===== config.mk =====
export PLATFORM = sky130hd
export DESIGN_NAME = stat_reporter
export DESIGN_NICKNAME = d
export VERILOG_FILES = /design/src/rtl/stat_rpt_pkg.sv /design/src/rtl/stat_rpt_ctl.sv /design/src/rtl/stat_rpt_trig.sv /design/src/rtl/stat_rpt_out.sv /design/src/rtl/stat_reporter.sv
export SDC_FILE = /design/constraint.sdc
export NUM_CORES = 1
export LEC_CHECK = 0
export BUFFER_PORTS_ARGS = -buffer_cell sky130_fd_sc_hd__buf_2
export CORE_ASPECT_RATIO = 0.5
export CORE_MARGIN = 1.5
export CORE_UTILIZATION = 52
export DETAILED_ROUTE_END_ITERATION = 8
export HOLD_SLACK_MARGIN = 0.12
export MAX_ROUTING_LAYER = met4
export PLACE_DENSITY = 0.83
export SLEW_MARGIN = 20
export SYNTH_ARGS = -nofsm -noshare
export SYNTH_HDL_FRONTEND = slang
export SYNTH_SLANG_ARGS = --single-unit

===== constraint.sdc =====
create_clock -name clk -period 2.5 [get_ports clk]
set_input_delay 0.25 -clock clk [delete_from_list [all_inputs] [get_ports clk]]
set_output_delay 0.25 -clock clk [all_outputs]
set_load 0.01 [all_outputs]

===== src/rtl/stat_rpt_pkg.sv =====
package stat_rpt_pkg;
   typedef enum logic [1:0] {
      RPT_OFF  = 2'd0,
      RPT_ONCE = 2'd1,
      RPT_HOLD = 2'd2,
      RPT_STEP = 2'd3
   } rpt_mode_e;
endpackage


===== src/rtl/stat_rpt_ctl.sv =====
module stat_rpt_ctl
   import stat_rpt_pkg::*;
#(
   parameter int SEQ_W = 6
) (
   input  logic             clk,
   input  logic             rst_n,
   input  logic             wr_en,
   input  rpt_mode_e        wr_mode,
   input  logic [SEQ_W-1:0] wr_seq,
   input  logic             fire,
   output rpt_mode_e        mode_q,
   output logic [SEQ_W-1:0] seq_q,
   output logic             pend_q
);
   always_ff @(posedge clk or negedge rst_n) begin
      if (!rst_n) begin
         mode_q <= RPT_OFF;
         seq_q  <= '0;
         pend_q <= 1'b0;
      end else if (wr_en) begin
         mode_q <= wr_mode;
         seq_q  <= wr_seq;
         pend_q <= (wr_mode != RPT_OFF);
      end else if (fire) begin
         pend_q <= 1'b0;
         if (mode_q == RPT_STEP) seq_q <= seq_q + 1'b1;
      end
   end

   // stepping mode advances the sequence after a report
   assert_seq_step_R6: assert property (@(posedge clk) disable iff (!rst_n)
      (fire && !wr_en && mode_q == RPT_STEP) |=> seq_q == $past(seq_q) + 1'b1);
   // holding mode keeps the sequence
   assert_seq_hold_R5: assert property (@(posedge clk) disable iff (!rst_n)
      (!wr_en && mode_q != RPT_STEP) |=> $stable(seq_q));
endmodule


===== src/rtl/stat_rpt_trig.sv =====
module stat_rpt_trig
   import stat_rpt_pkg::*;
#(
   parameter int STAT_BITS = 20
) (
   input  logic                 clk,
   input  logic                 rst_n,
   input  logic [STAT_BITS-1:0] stat_in,
   input  rpt_mode_e            mode,
   input  logic                 pend,
   input  logic                 wr_en,
   output logic                 fire
);
   logic [STAT_BITS-1:0] last_q;
   logic                 changed;
   logic                 auto_md;

   always_ff @(posedge clk or negedge rst_n) begin
      if (!rst_n) last_q <= '0;
      else        last_q <= stat_in;
   end

   always_comb begin
      changed = (stat_in != last_q);
      auto_md = (mode == RPT_HOLD) || (mode == RPT_STEP);
      fire    = !wr_en && (mode != RPT_OFF) && (pend || (auto_md && changed));
   end
endmodule


===== src/rtl/stat_rpt_out.sv =====
module stat_rpt_out #(
   parameter int STAT_BITS  = 20,
   parameter int SEQ_W      = 6,
   parameter bit SEQ_AT_TOP = 1'b1,
   localparam int WORD_W    = STAT_BITS + SEQ_W
) (
   input  logic                 clk,
   input  logic                 rst_n,
   input  logic                 fire,
   input  logic [SEQ_W-1:0]     seq,
   input  logic [STAT_BITS-1:0] stat,
   output logic                 rpt_valid,
   output logic [WORD_W-1:0]    rpt_data
);
   logic [WORD_W-1:0] word;

   generate
      if (SEQ_AT_TOP) begin : g_seq_hi
         assign word = {seq, stat};
      end else begin : g_seq_lo
         assign word = {stat, seq};
      end
   endgenerate

   always_ff @(posedge clk or negedge rst_n) begin
      if (!rst_n) begin
         rpt_valid <= 1'b0;
         rpt_data  <= '0;
      end else begin
         rpt_valid <= fire;
         if (fire) rpt_data <= word;
      end
   end

   // word is held between reports
   assert_hold_R2: assert property (@(posedge clk) disable iff (!rst_n)
      !fire |=> $stable(rpt_data));
endmodule


===== src/rtl/stat_reporter.sv =====
module stat_reporter
   import stat_rpt_pkg::*;
#(
   parameter int STAT_BITS  = 20,
   parameter int SEQ_W      = 6,
   parameter bit SEQ_AT_TOP = 1'b1,
   localparam int CTL_W     = SEQ_W + 2,
   localparam int WORD_W    = STAT_BITS + SEQ_W
) (
   input  logic                 clk,
   input  logic                 rst_n,
   input  logic                 ctl_we,
   input  logic [CTL_W-1:0]     ctl_data,
   input  logic [STAT_BITS-1:0] stat_in,
   output logic                 rpt_valid,
   output logic [WORD_W-1:0]    rpt_data
);
   generate
      if (WORD_W > 32) begin : g_bad_width
         $error("status word wider than 32 bits");
      end
      if (SEQ_W < 1 || STAT_BITS < 1) begin : g_bad_field
         $error("empty field");
      end
   endgenerate

   rpt_mode_e        mode_q;
   logic [SEQ_W-1:0] seq_q;
   logic             pend_q;
   logic             fire;
   rpt_mode_e        wr_mode;

   assign wr_mode = rpt_mode_e'(ctl_data[CTL_W-1 -: 2]);

   stat_rpt_ctl #(.SEQ_W(SEQ_W)) u_ctl (
      .clk(clk), .rst_n(rst_n), .wr_en(ctl_we), .wr_mode(wr_mode),
      .wr_seq(ctl_data[SEQ_W-1:0]), .fire(fire),
      .mode_q(mode_q), .seq_q(seq_q), .pend_q(pend_q)
   );

   stat_rpt_trig #(.STAT_BITS(STAT_BITS)) u_trig (
      .clk(clk), .rst_n(rst_n), .stat_in(stat_in), .mode(mode_q),
      .pend(pend_q), .wr_en(ctl_we), .fire(fire)
   );

   stat_rpt_out #(.STAT_BITS(STAT_BITS), .SEQ_W(SEQ_W), .SEQ_AT_TOP(SEQ_AT_TOP)) u_out (
      .clk(clk), .rst_n(rst_n), .fire(fire), .seq(seq_q), .stat(stat_in),
      .rpt_valid(rpt_valid), .rpt_data(rpt_data)
   );

   // the write loads mode and sequence
   assert_ctl_load_R1: assert property (@(posedge clk) disable iff (!rst_n)
      ctl_we |=> (seq_q == $past(ctl_data[SEQ_W-1:0]) && mode_q == $past(wr_mode)));
   // no report on a write edge
   assert_wr_priority_R7: assert property (@(posedge clk) disable iff (!rst_n)
      ctl_we |=> !rpt_valid);
   // off mode is silent
   assert_off_silent_R3: assert property (@(posedge clk) disable iff (!rst_n)
      (mode_q == RPT_OFF && !ctl_we) |=> !rpt_valid);
   // single-shot mode is silent once its report is out
   assert_once_done_R4: assert property (@(posedge clk) disable iff (!rst_n)
      (mode_q == RPT_ONCE && !pend_q && !ctl_we) |=> !rpt_valid);
endmodule


==> metrics.txt <==
Crit Path Class=primary input to flop; HPWL Detailed=2990 µm; Min-Delay Path Class=primary input to flop; Synth cell types=27; largest net degree at the start of global routing=31; Clock Path Buffers=2; sequential element share of the synthesized area=0.620; FF/Latch Area=0.00140 mm²; yosys warns=0; Post-CTS Resized=0; Max-Cap Viols=0; remaining antenna violation count after routing=0; run status=finished, final reports clean; combinational fraction of design power=0.224; first-pass GRT wire length=7280 µm; Reg power frac=0.540; Synth Area per Inst=~15 µm²; critical path arrival=2590 ps; Final setup viols=0; Slew @ Worst Pin=665 ps; post-synthesis cell type with the largest combined area=dfrtp_1; Final Max Tran Viols=0; setup_tns=0 ps; WP data required=2690 ps; clock network fraction of total power=0.236; worst reg2reg path endpoint=u_out.rpt_data[16]$_DFFE_PN0P_; post-route minimum period=2400 ps; HP Start=ctl_data[1]; PortBufs=57; Worst-path clk slew=100 ps; Die Ht=49.6 µm; vias in the first global route=1540; Core Area=0.00402 mm²; total CTS buffers=5; CP delay by family, top=buffers and inverters; design area=0.00293 mm²; cell count of the worst reg-to-reg path=8; Placer Congestion=approximately 0.7; total power draw=2050 µW; initial antenna violation count=0; clk_skew=about 11 ps; Ant. Diodes=0; Fillers=255; share of cells above drive strength 1=0.424; syn_nets=183; grt total ovfl=0; CTS sink count=56; Buf/Inv on CP=4; most used cell, CP=buf_4; critical path capture point type=flop; period utilization=0.958; Sw Share=0.279; Vias=1482; Routed Wire Length=between 4000 and 5000 µm; Max Fclk=417 MHz; Util after Layout=0.727; area grow syn2layout=29.5%; I/O Pins=58; synth top area cells=dfrtp_1, mux2_4, xor2_1; Hold Violations, Final=0; Leak Pwr=0.00139 µW; RSZ-0062 raised after global routing=false; Net Switching=between 500 and 600 µW; Residual DRC=0; Worst setup SP type=primary input; Synth Instances=roughly 150; Yosys reg bits=56; relative slew slack=0.557; Hold Path Cell Cnt=3; Die Area=~0.0048 mm²; row cnt=16; crit-path cells=dlygate4sd3_1 > buf_2 > xor2_1 > nor4_1 > nand4_1 > buf_4 > o21ai_2 > a21oi_4 > buf_4 > mux2_4; hold endpoint=u_ctl.seq_q[1]$_DFFE_PN0P_; Root Driver=clkbuf_8; Iteration-0 DRC Markers=between 60 and 70; Multi-input gate area=827 µm²; nets=roughly 270; r2r startpoint=u_trig.last_q[18]$_DFF_PN0_; leading cell type in the layout, fill and taps excluded=buf_2; CTS tree=built; top cell type's share of synthesized area=0.620; Vias/cell=5.08; highest-count cells in the layout ignoring fill and taps=buf_2, dfrtp_1, dlygate4sd3_1; Worst Path Max Fanout=15; clk_lat worst skew=310 ps; routed len/inst=roughly 16 µm; Netlist Area Pre-Place=0.00226 mm²; Starting Density=0.561; pwr dens=702 mW/mm²; flop2flop setup slack=320 ps; internal power=1480 µW; placed cell area=0.00262 mm²; H-tree Lvls=2; Die X=96.2 µm; Pre-antenna DRT Iters=4; worst stage delay on the critical path=530 ps; total track usage=0.211; slowest library cell on the worst path=dlygate4sd3_1; Peak supply drop=0.309 mV
stage by stage:
| stage | hold WS, ps | setup WS, ps | std cells |
|---|---|---|---|
| final | 148 | 104 | 292 |
| after global routing | 157 | 22.4 | 292 |
| after CTS | 149 | 99.4 | 291 |
| after detailed placement | 314 | 337 | 262 |
| after global placement | 302 | 376 | 262 |
| after floorplan | -45.6 | 648 | 151 |
layout make-up:
class | count | area share
inverter | 2 | 0.00257
timing repair buffer | 83 | 0.182
clock inverter | 2 | 0.00556
clock buffer | 6 | 0.0248
sequential | 56 | 0.479
tap | 54 | 0.0231
multi-input combinational | 89 | 0.283
Yosys cell counts, drive strengths merged:
library cell  instances
dfrtp                56
mux2                 28
xor2                 18
nand2                 6
nand3                 5
o21ai                 5
xnor2                 4
a21oi                 3
nor2                  3
nor4                  3
o211ai                3
buf                   2
clkbuf                2
inv                   2
nand4                 2
or3                   2
or4                   2
a31oi                 1
ha                    1
mux2i                 1
nor3                  1
o2111ai               1
worst max-delay path by stage:
stage	startpoint	endpoint	cells past startpoint
5_1_grt	stat_in[18]	u_out.rpt_data[16]$_DFFE_PN0P_	10
4_1_cts	stat_in[18]	u_out.rpt_data[16]$_DFFE_PN0P_	9
3_5_place_dp	u_trig.last_q[18]$_DFF_PN0_	u_out.rpt_data[16]$_DFFE_PN0P_	7
2_1_floorplan	u_trig.last_q[12]$_DFF_PN0_	u_out.rpt_data[10]$_DFFE_PN0P_	7
3_3_place_gp	stat_in[18]	u_out.rpt_data[10]$_DFFE_PN0P_	8
6_report	stat_in[18]	u_out.rpt_data[16]$_DFFE_PN0P_	10
cell families after synthesis:
family	share of synthesized area
compound gates	0.0399
xor+xnor	0.0853
fa+ha+maj	0.00554
buf+inv	0.0166
flops	0.620
mux	0.176
simple gates	0.0565
state kept, by name, summed over array words and instances, names as in the netlist:
signal / flops
u_ctl.seq_q: 6
u_out.rpt_data: 26
u_ctl.pend_q: 1
u_ctl.mode_q: 2
u_out.rpt_valid: 1
u_trig.last_q: 20
timing repair:
action                                  4_1_cts  5_1_grt
endpoints found under the setup margin        0       21
hold endpoints to repair                     48        0
buffers inserted                              0        1
hold buffers                                 21        0
power by group through the flow:
stage	sequential, µW	combinational [µW]	clock, µW
floorplan	1150	209	0
finish	1110	460	485
global placement	1120	416	0
CTS	1110	458	491
detailed placement	1120	432	0
global route	1120	496	526
metal layers:
layer	vias up	GRT usage	routed length [µm]
met5	-	-	0
met4	0	0.0564	51
met3	9	0.0463	172
met2	34	0.337	2270
met1	741	0.277	2090
li1	698	-	-
worst register-to-register path, stage by stage, from the launching register on:
cell and delay, ps:
dfrtp_1 390, xor2_1 160, nor4_1 390, nand4_1 170
buf_4 200, o21ai_2 160, a21oi_4 70, buf_4 220
mux2_4 330
Power figures use the tool's default switching activity.
